<file path="config.mk">
export PLATFORM = sky130hd
export DESIGN_NAME = irq_dist
export DESIGN_NICKNAME = d
export VERILOG_FILES = /design/src/rtl/irq_dist_pkg.sv /design/src/rtl/irq_dist_src.sv /design/src/rtl/irq_dist_route.sv /design/src/rtl/irq_dist_arb.sv /design/src/rtl/irq_dist.sv
export SDC_FILE = /design/constraint.sdc
export NUM_CORES = 1
export LEC_CHECK = 0
export ABC_AREA = 1
export BUFFER_PORTS_ARGS = -buffer_cell sky130_fd_sc_hd__buf_4
export CELL_PAD_IN_SITES_DETAIL_PLACEMENT = 1
export CELL_PAD_IN_SITES_GLOBAL_PLACEMENT = 2
export CORE_UTILIZATION = 35
export CTS_BUF_LIST = sky130_fd_sc_hd__clkbuf_16
export CTS_CLUSTER_DIAMETER = 100
export DETAILED_ROUTE_END_ITERATION = 10
export PLACE_DENSITY_LB_ADDON = 0.2
export RECOVER_POWER = 50
export SKIP_LAST_GASP = 1
export SLEW_MARGIN = 20
export SYNTH_ARGS = -nofsm -noshare
export SYNTH_HDL_FRONTEND = slang
export SYNTH_SLANG_ARGS = --single-unit
</file>
<file path="constraint.sdc">
create_clock -name clk -period 13.5 [get_ports clk]
set_input_delay 1.35 -clock clk [delete_from_list [all_inputs] [get_ports clk]]
set_output_delay 1.35 -clock clk [all_outputs]
set_load 0.005 [all_outputs]
</file>
<file path="src/rtl/irq_dist_pkg.sv">
package irq_dist_pkg;
  typedef enum logic [2:0] {
    SEL_PRIO   = 3'd0,
    SEL_GROUP  = 3'd1,
    SEL_TRIG   = 3'd2,
    SEL_ROUTE  = 3'd3,
    SEL_STATUS = 3'd4
  } cfg_sel_e;

  localparam int unsigned GRP_NUM = 3;

  // pick the bit of a per-group vector for group g; group 3 selects nothing
  function automatic logic grp_pick(input logic [GRP_NUM-1:0] vec, input logic [1:0] g);
    case (g)
      2'd0:    return vec[0];
      2'd1:    return vec[1];
      2'd2:    return vec[2];
      default: return 1'b0;
    endcase
  endfunction
endpackage

</file>
<file path="src/rtl/irq_dist_src.sv">
module irq_dist_src #(
  parameter int PRIO_W = 8,
  parameter int PE_W   = 2
) (
  input  logic              clk,
  input  logic              rst_n,
  input  logic              irq,
  input  logic              wr_prio,
  input  logic              wr_grp,
  input  logic              wr_trig,
  input  logic              wr_route,
  input  logic [PRIO_W-1:0] wdata,
  input  logic              en_set,
  input  logic              en_clr,
  input  logic              ack,
  input  logic              deact,
  output logic [PRIO_W-1:0] prio,
  output logic [1:0]        grp,
  output logic              edge_mode,
  output logic              route_any,
  output logic [PE_W-1:0]   route_tgt,
  output logic              enable,
  output logic              pending,
  output logic              active
);
  logic irq_q;

  always_ff @(posedge clk) begin
    if (!rst_n) begin
      irq_q     <= 1'b0;
      prio      <= '0;
      grp       <= '0;
      edge_mode <= 1'b0;
      route_any <= 1'b0;
      route_tgt <= '0;
      enable    <= 1'b0;
      pending   <= 1'b0;
      active    <= 1'b0;
    end else begin
      irq_q <= irq;
      if (wr_prio)  prio      <= wdata;
      if (wr_grp)   grp       <= wdata[1:0];
      if (wr_trig)  edge_mode <= wdata[0];
      if (wr_route) begin
        route_any <= wdata[PRIO_W-1];
        route_tgt <= wdata[PE_W-1:0];
      end
      if (en_clr)      enable <= 1'b0;
      else if (en_set) enable <= 1'b1;
      if (edge_mode) pending <= (pending & ~ack) | (irq & ~irq_q);
      else           pending <= irq;
      if (ack)        active <= 1'b1;
      else if (deact) active <= 1'b0;
    end
  end
endmodule

</file>
<file path="src/rtl/irq_dist_route.sv">
module irq_dist_route
  import irq_dist_pkg::*;
#(
  parameter int N_PE   = 3,
  parameter int PRIO_W = 8,
  parameter int PE_W   = 2
) (
  input  logic [PRIO_W-1:0]  prio,
  input  logic [1:0]         grp,
  input  logic               route_any,
  input  logic [PE_W-1:0]    route_tgt,
  input  logic [PRIO_W-1:0]  pmr    [N_PE],
  input  logic [PRIO_W-1:0]  rpr    [N_PE],
  input  logic [GRP_NUM-1:0] optout [N_PE],
  output logic [N_PE-1:0]    tgt
);
  logic found;
  logic ok;

  always_comb begin
    tgt   = '0;
    found = 1'b0;
    ok    = 1'b0;
    for (int p = 0; p < N_PE; p++) begin
      ok = (prio < pmr[p]) && (prio < rpr[p]);
      if (!route_any) begin
        if (route_tgt == PE_W'(p) && ok) tgt[p] = 1'b1;
      end else if (!found && ok && !grp_pick(optout[p], grp)) begin
        tgt[p] = 1'b1;
        found  = 1'b1;
      end
    end
  end
endmodule

</file>
<file path="src/rtl/irq_dist_arb.sv">
module irq_dist_arb #(
  parameter int N_SRC  = 8,
  parameter int PRIO_W = 8,
  parameter int ID_W   = 3
) (
  input  logic [N_SRC-1:0]  cand,
  input  logic [PRIO_W-1:0] prio_all [N_SRC],
  output logic              valid,
  output logic [ID_W-1:0]   id,
  output logic [PRIO_W-1:0] prio_o
);
  // ascending scan with strict compare keeps the lowest ID on ties
  always_comb begin
    valid  = 1'b0;
    id     = '0;
    prio_o = '1;
    for (int s = 0; s < N_SRC; s++) begin
      if (cand[s] && (!valid || prio_all[s] < prio_o)) begin
        valid  = 1'b1;
        id     = ID_W'(s);
        prio_o = prio_all[s];
      end
    end
  end
endmodule

</file>
<file path="src/rtl/irq_dist.sv">
module irq_dist
  import irq_dist_pkg::*;
#(
  parameter int N_SRC  = 8,
  parameter int N_PE   = 3,
  parameter int PRIO_W = 8,
  localparam int ID_W  = (N_SRC > 1) ? $clog2(N_SRC) : 1,
  localparam int PE_W  = (N_PE > 1) ? $clog2(N_PE) : 1
) (
  input  logic                     clk,
  input  logic                     rst_n,
  input  logic [N_SRC-1:0]         irq_in,
  input  logic [GRP_NUM-1:0]       grp_en,
  input  logic [N_SRC-1:0]         en_set,
  input  logic [N_SRC-1:0]         en_clr,
  input  logic                     cfg_we,
  input  logic [2:0]               cfg_sel,
  input  logic [ID_W-1:0]          cfg_idx,
  input  logic [PRIO_W-1:0]        cfg_wdata,
  output logic [PRIO_W-1:0]        cfg_rdata,
  input  logic [N_PE*PRIO_W-1:0]   pe_pmr,
  input  logic [N_PE*PRIO_W-1:0]   pe_rpr,
  input  logic [N_PE*GRP_NUM-1:0]  pe_optout,
  output logic [N_PE-1:0]          pe_valid,
  input  logic [N_PE-1:0]          pe_ready,
  output logic [N_PE*ID_W-1:0]     pe_id,
  output logic [N_PE*PRIO_W-1:0]   pe_prio,
  input  logic                     deact_valid,
  input  logic [ID_W-1:0]          deact_id
);
  // per-source state
  logic [PRIO_W-1:0] prio_u  [N_SRC];
  logic [1:0]        grp_u   [N_SRC];
  logic [PE_W-1:0]   tgt_u   [N_SRC];
  logic [N_PE-1:0]   route_m [N_SRC];
  logic [N_SRC-1:0]  edge_v, any_v, en_v, pend_v, act_v, ack_v, deact_v;

  // per-PE view
  logic [PRIO_W-1:0]  pmr_u  [N_PE];
  logic [PRIO_W-1:0]  rpr_u  [N_PE];
  logic [GRP_NUM-1:0] opt_u  [N_PE];
  logic [N_SRC-1:0]   cand_m [N_PE];
  logic               arb_vld  [N_PE];
  logic [ID_W-1:0]    arb_id   [N_PE];
  logic [PRIO_W-1:0]  arb_prio [N_PE];

  always_comb begin
    for (int p = 0; p < N_PE; p++) begin
      pmr_u[p] = pe_pmr[p*PRIO_W +: PRIO_W];
      rpr_u[p] = pe_rpr[p*PRIO_W +: PRIO_W];
      opt_u[p] = pe_optout[p*GRP_NUM +: GRP_NUM];
    end
  end

  for (genvar s = 0; s < N_SRC; s++) begin : g_src
    logic hit;
    assign hit = cfg_we && (cfg_idx == ID_W'(s));

    irq_dist_src #(.PRIO_W(PRIO_W), .PE_W(PE_W)) src_i (
      .clk       (clk),
      .rst_n     (rst_n),
      .irq       (irq_in[s]),
      .wr_prio   (hit && cfg_sel == SEL_PRIO),
      .wr_grp    (hit && cfg_sel == SEL_GROUP),
      .wr_trig   (hit && cfg_sel == SEL_TRIG),
      .wr_route  (hit && cfg_sel == SEL_ROUTE),
      .wdata     (cfg_wdata),
      .en_set    (en_set[s]),
      .en_clr    (en_clr[s]),
      .ack       (ack_v[s]),
      .deact     (deact_v[s]),
      .prio      (prio_u[s]),
      .grp       (grp_u[s]),
      .edge_mode (edge_v[s]),
      .route_any (any_v[s]),
      .route_tgt (tgt_u[s]),
      .enable    (en_v[s]),
      .pending   (pend_v[s]),
      .active    (act_v[s])
    );

    irq_dist_route #(.N_PE(N_PE), .PRIO_W(PRIO_W), .PE_W(PE_W)) route_i (
      .prio      (prio_u[s]),
      .grp       (grp_u[s]),
      .route_any (any_v[s]),
      .route_tgt (tgt_u[s]),
      .pmr       (pmr_u),
      .rpr       (rpr_u),
      .optout    (opt_u),
      .tgt       (route_m[s])
    );

    assign deact_v[s] = deact_valid && (deact_id == ID_W'(s));
  end

  // eligibility per PE and source
  always_comb begin
    for (int p = 0; p < N_PE; p++) begin
      for (int s = 0; s < N_SRC; s++) begin
        cand_m[p][s] = pend_v[s] && !act_v[s] && en_v[s]
                     && grp_pick(grp_en, grp_u[s]) && route_m[s][p];
      end
    end
  end

  for (genvar p = 0; p < N_PE; p++) begin : g_pe
    irq_dist_arb #(.N_SRC(N_SRC), .PRIO_W(PRIO_W), .ID_W(ID_W)) arb_i (
      .cand     (cand_m[p]),
      .prio_all (prio_u),
      .valid    (arb_vld[p]),
      .id       (arb_id[p]),
      .prio_o   (arb_prio[p])
    );
  end

  always_comb begin
    for (int p = 0; p < N_PE; p++) begin
      pe_valid[p]                   = arb_vld[p];
      pe_id[p*ID_W +: ID_W]         = arb_id[p];
      pe_prio[p*PRIO_W +: PRIO_W]   = arb_prio[p];
    end
  end

  // acknowledge: handshake on the PE that holds the offer
  always_comb begin
    ack_v = '0;
    for (int p = 0; p < N_PE; p++) begin
      for (int s = 0; s < N_SRC; s++) begin
        if (arb_vld[p] && pe_ready[p] && arb_id[p] == ID_W'(s)) ack_v[s] = 1'b1;
      end
    end
  end

  // configuration read
  always_comb begin
    cfg_rdata = '0;
    for (int s = 0; s < N_SRC; s++) begin
      if (cfg_idx == ID_W'(s)) begin
        case (cfg_sel)
          SEL_PRIO:   cfg_rdata = prio_u[s];
          SEL_GROUP:  cfg_rdata = PRIO_W'(grp_u[s]);
          SEL_TRIG:   cfg_rdata = PRIO_W'(edge_v[s]);
          SEL_ROUTE:  cfg_rdata = {any_v[s], (PRIO_W-1)'(tgt_u[s])};
          SEL_STATUS: cfg_rdata = PRIO_W'({en_v[s], act_v[s], pend_v[s]});
          default:    cfg_rdata = '0;
        endcase
      end
    end
  end
endmodule

</file>
==> flow_metrics.env <==
export IMPL_outcome="finished, violations left"
export IMPL_violations="max-capacitance violations, max-slew violations"
export IMPL_drtIter0Drc=1799
export IMPL_io_buffers=151
export IMPL_numCtsBuffers=17
export IMPL_crit_path_end_kind="output port"
export IMPL_cpMostUsedCell="nand2_1"
export IMPL_grt_antenna_before_repair=2
export IMPL_synth_cell_area_mm2=0.0215
export IMPL_stdcell_count=4607
export IMPL_total_power_mw=1.29
export IMPL_gp_congestion=0.966
export IMPL_holdWs_ns=0.477
export IMPL_p_int_uw=857
export IMPL_power_density_mw_per_mm2=45.7
export IMPL_crit_type="reg -> out"
export IMPL_row_count=90
export IMPL_die_h_um=250
export IMPL_crit_path_max_incr_delay_ns=0.88
export IMPL_root_buffer="clkbuf_16"
export IMPL_path_max_fanout=7
export IMPL_hold_class="reg -> reg"
export IMPL_antenna_cells=0
export IMPL_pwr_share_comb=0.240
export IMPL_core_area_mm2=0.0605
export IMPL_cp_num_buf_inv=10
export IMPL_place_hpwl_mm=93.6
export IMPL_setup_violations=0
export IMPL_ant_nets=0
export IMPL_vias=26820
export IMPL_ios=152
export IMPL_post_route_period_util=0.980
export IMPL_worst_slack_ns=0.273
export IMPL_final_hold_viol_count=0
export IMPL_routed_via_density=5.82
export IMPL_cap_violations=2
export IMPL_wirelength_mm=117
export IMPL_max_freq_mhz=75.6
export IMPL_start_util=0.355
export IMPL_synth_flop_cell="dfxtp_1"
export IMPL_syn_nets=3883
export IMPL_drcViolationCount=0
export IMPL_clockBufferDepth=2
export IMPL_tightest_slew_ns=3.85
export IMPL_swShare=0.336
export IMPL_ir_drop_mv=0.0860
export IMPL_nets=4395
export IMPL_cts_reportedPaths_clkPinSlew_ns=0.07
export IMPL_grt_max_degree=83
export IMPL_cts_tree="yes"
export IMPL_leakage_nw=14.8
export IMPL_yosysWarnings=0
export IMPL_die_area_mm2=0.0623
export IMPL_fill_cells=7824
export IMPL_netlist_instances=3300
export IMPL_cts_sinks=144
export IMPL_die_w_um=250
export IMPL_period_minus_slack_ns=13.23
export IMPL_synth_edf_count=0
export IMPL_cp_required_ns=12.15
export IMPL_h_tree_depth=4
export IMPL_relSlewSlack=-1.57
export IMPL_grt_ovfl_total=0
export IMPL_startpoint_type="flop"
export IMPL_clk_latency_ns=0.46
export IMPL_rsz0062_at_grt="yes"
export IMPL_critPathArrivalTime_ns=11.88
export IMPL_p_clk_frac=0.420
export IMPL_synth_seq_cells=144
export IMPL_clock_skew_ns=0.00907
export IMPL_yosysUniqueCellTypes=53
export IMPL_crit_slowest_cell="dfxtp_1"
export IMPL_syn_area_per_cell_um2=6.50
export IMPL_async_flop_share=0
export IMPL_dp_cells=4515
export IMPL_slew_violations=125
export IMPL_grt_pass1_vias=27338
export IMPL_dp_slack_ns=-1.01
export IMPL_grtUsageTotal=0.361
export IMPL_dr_pass1_iters=7
export IMPL_wl_per_cell_um=25.4
export IMPL_net_switching_power_uw=433
export IMPL_ys_seq_area_frac=0.134
export IMPL_cpLargestDelayFamily="simple AND/OR/NAND/NOR gates"
export IMPL_syn_to_final_growth_pct=31.6
export IMPL_grt_first_pass_wirelength_mm=169
export IMPL_p_seq_frac=0.341
export IMPL_drive_gt1_frac=0.233
registers in the layout, summed over array words and instances (netlist names):
| name | cells |
|---|---|
| g_src.src_i.active | 8 |
| g_src.src_i.edge_mode | 8 |
| g_src.src_i.enable | 8 |
| g_src.src_i.grp | 16 |
| g_src.src_i.irq_q | 8 |
| g_src.src_i.pending | 8 |
| g_src.src_i.prio | 64 |
| g_src.src_i.route_any | 8 |
| g_src.src_i.route_tgt | 16 |
per-stage QoR:
| stage | TNS (ns) | cell area, µm² | utilization |
|---|---|---|---|
| global placement | -14.14 | 25900 | 0.428 |
| floorplan | 0 | 21500 | - |
| global route | -5.87 | 28200 | 0.467 |
| detailed placement | -25.21 | 25900 | 0.428 |
| finish | 0 | 28200 | 0.467 |
| CTS | -0.0495 | 26600 | 0.440 |
final cells by class:
cell class / instances / area [µm²] / share of cell area
inverter: 355 / 1360 / 0.0480
tap: 782 / 978 / 0.0347
timing repair inverter: 1 / 7.51 / 0.000266
clock buffer: 17 / 425 / 0.0151
sequential: 144 / 2880 / 0.102
multi-input combinational: 2740 / 18200 / 0.645
clock inverter: 15 / 206 / 0.00731
timing repair buffer: 553 / 4180 / 0.148
synth_stat cells (all sizes together), types with 4 or more instances:
cell type	number	share of area
clkinv	4	0.00070
dfxtp	144	0.13
a2111oi	14	0.0060
inv	351	0.061
o2111ai	15	0.0061
o21ai	272	0.063
or2	19	0.0055
nor2	360	0.063
a31oi	10	0.0029
nor3	52	0.013
a21boi	41	0.014
clkbuf	46	0.0090
a221oi	13	0.0053
ha	475	0.28
nand2	760	0.14
o211ai	60	0.021
buf	29	0.0097
o22ai	29	0.0085
nand3	146	0.035
o21bai	4	0.0014
o221ai	9	0.0037
a21o	9	0.0031
a21oi	329	0.077
a22o	5	0.0020
mux2i	9	0.0042
nand4	40	0.012
a211oi	32	0.011
power groups by stage:
| stage | clock [mW] | sequential (mW) | combinational (mW) |
|---|---|---|---|
| floorplan | 0 | 0.446 | 0.137 |
| global placement | 0 | 0.448 | 0.281 |
| detailed placement | 0 | 0.449 | 0.296 |
| CTS | 0.543 | 0.439 | 0.298 |
| global route | 0.558 | 0.440 | 0.333 |
| finish | 0.541 | 0.440 | 0.309 |
path summary, 6_finish.rpt:
kind / start / end / slack (ns) / cells after the start
hold reg to reg: g_src[5].src_i.irq_q / g_src[5].src_i.pending / 0.48 / 3
hold / removal: g_src[5].src_i.irq_q / g_src[5].src_i.pending / 0.48 / 3
setup reg to reg: g_src[0].src_i.prio[7] / g_src[0].src_i.active / 1.33 / 89
setup / recovery: g_src[0].src_i.prio[7] / pe_prio[21] / 0.27 / 81
timing repair:
item                       CTS  global route
cloned                       3            13
setup buffers                2            42
pin swaps                    2            70
hold endpoints to repair     0             0
hold buffers                 0             0
setup endpoints to repair   35            48
gates resized for setup     67           320
placed cells by master, fill, tap and decap left out, drive strengths merged, types with 2 or more instances in the layout:
cell type and n:
a221oi 13, nor3 52, dfxtp 144, mux2i 9, nand3 146, a21boi 41, buf 546, inv 355
a31oi 10, o31ai 2, clkbuf 24, o2111ai 15, o21bai 4, o211ai 60, or2 19, a41oi 3
bufinv 4, a22oi 2, o21a 3, nor2 360, a211o 3, a22o 5, nand2 774, clkinvlp 4
ha 475, a21oi 329, or3 2, nand3b 3, a21o 9, clkinv 8, a211oi 32, o221ai 9
nor4 2, o22ai 29, nand4 40, a2111oi 14, o21ai 272
tightest hold or removal path: cells and delay by family (launching register included):
family	cells	cell delay, ns
flops	1	0.30
simple gates	3	0.15
cells by family (layout without fill, tap and decap cells):
family | after synthesis | count (layout) | share of synthesized area
adders and majority gates | 475 | 475 | 0.277
and+or+nand+nor | 1385 | 1399 | 0.272
buffers and inverters | 430 | 941 | 0.0808
muxes | 9 | 9 | 0.00420
AOI/OAI and AO/OA | 857 | 857 | 0.232
DFF | 144 | 144 | 0.134
per-layer routing:
| layer | wire length, µm | GRT usage |
|---|---|---|
| met1 | 50900 | 0.458 |
| met2 | 54000 | 0.606 |
| met3 | 5640 | 0.0324 |
| met4 | 6440 | 0.193 |
| met5 | 13 | 0 |
Note: power is estimated with default switching activity, not from simulation.
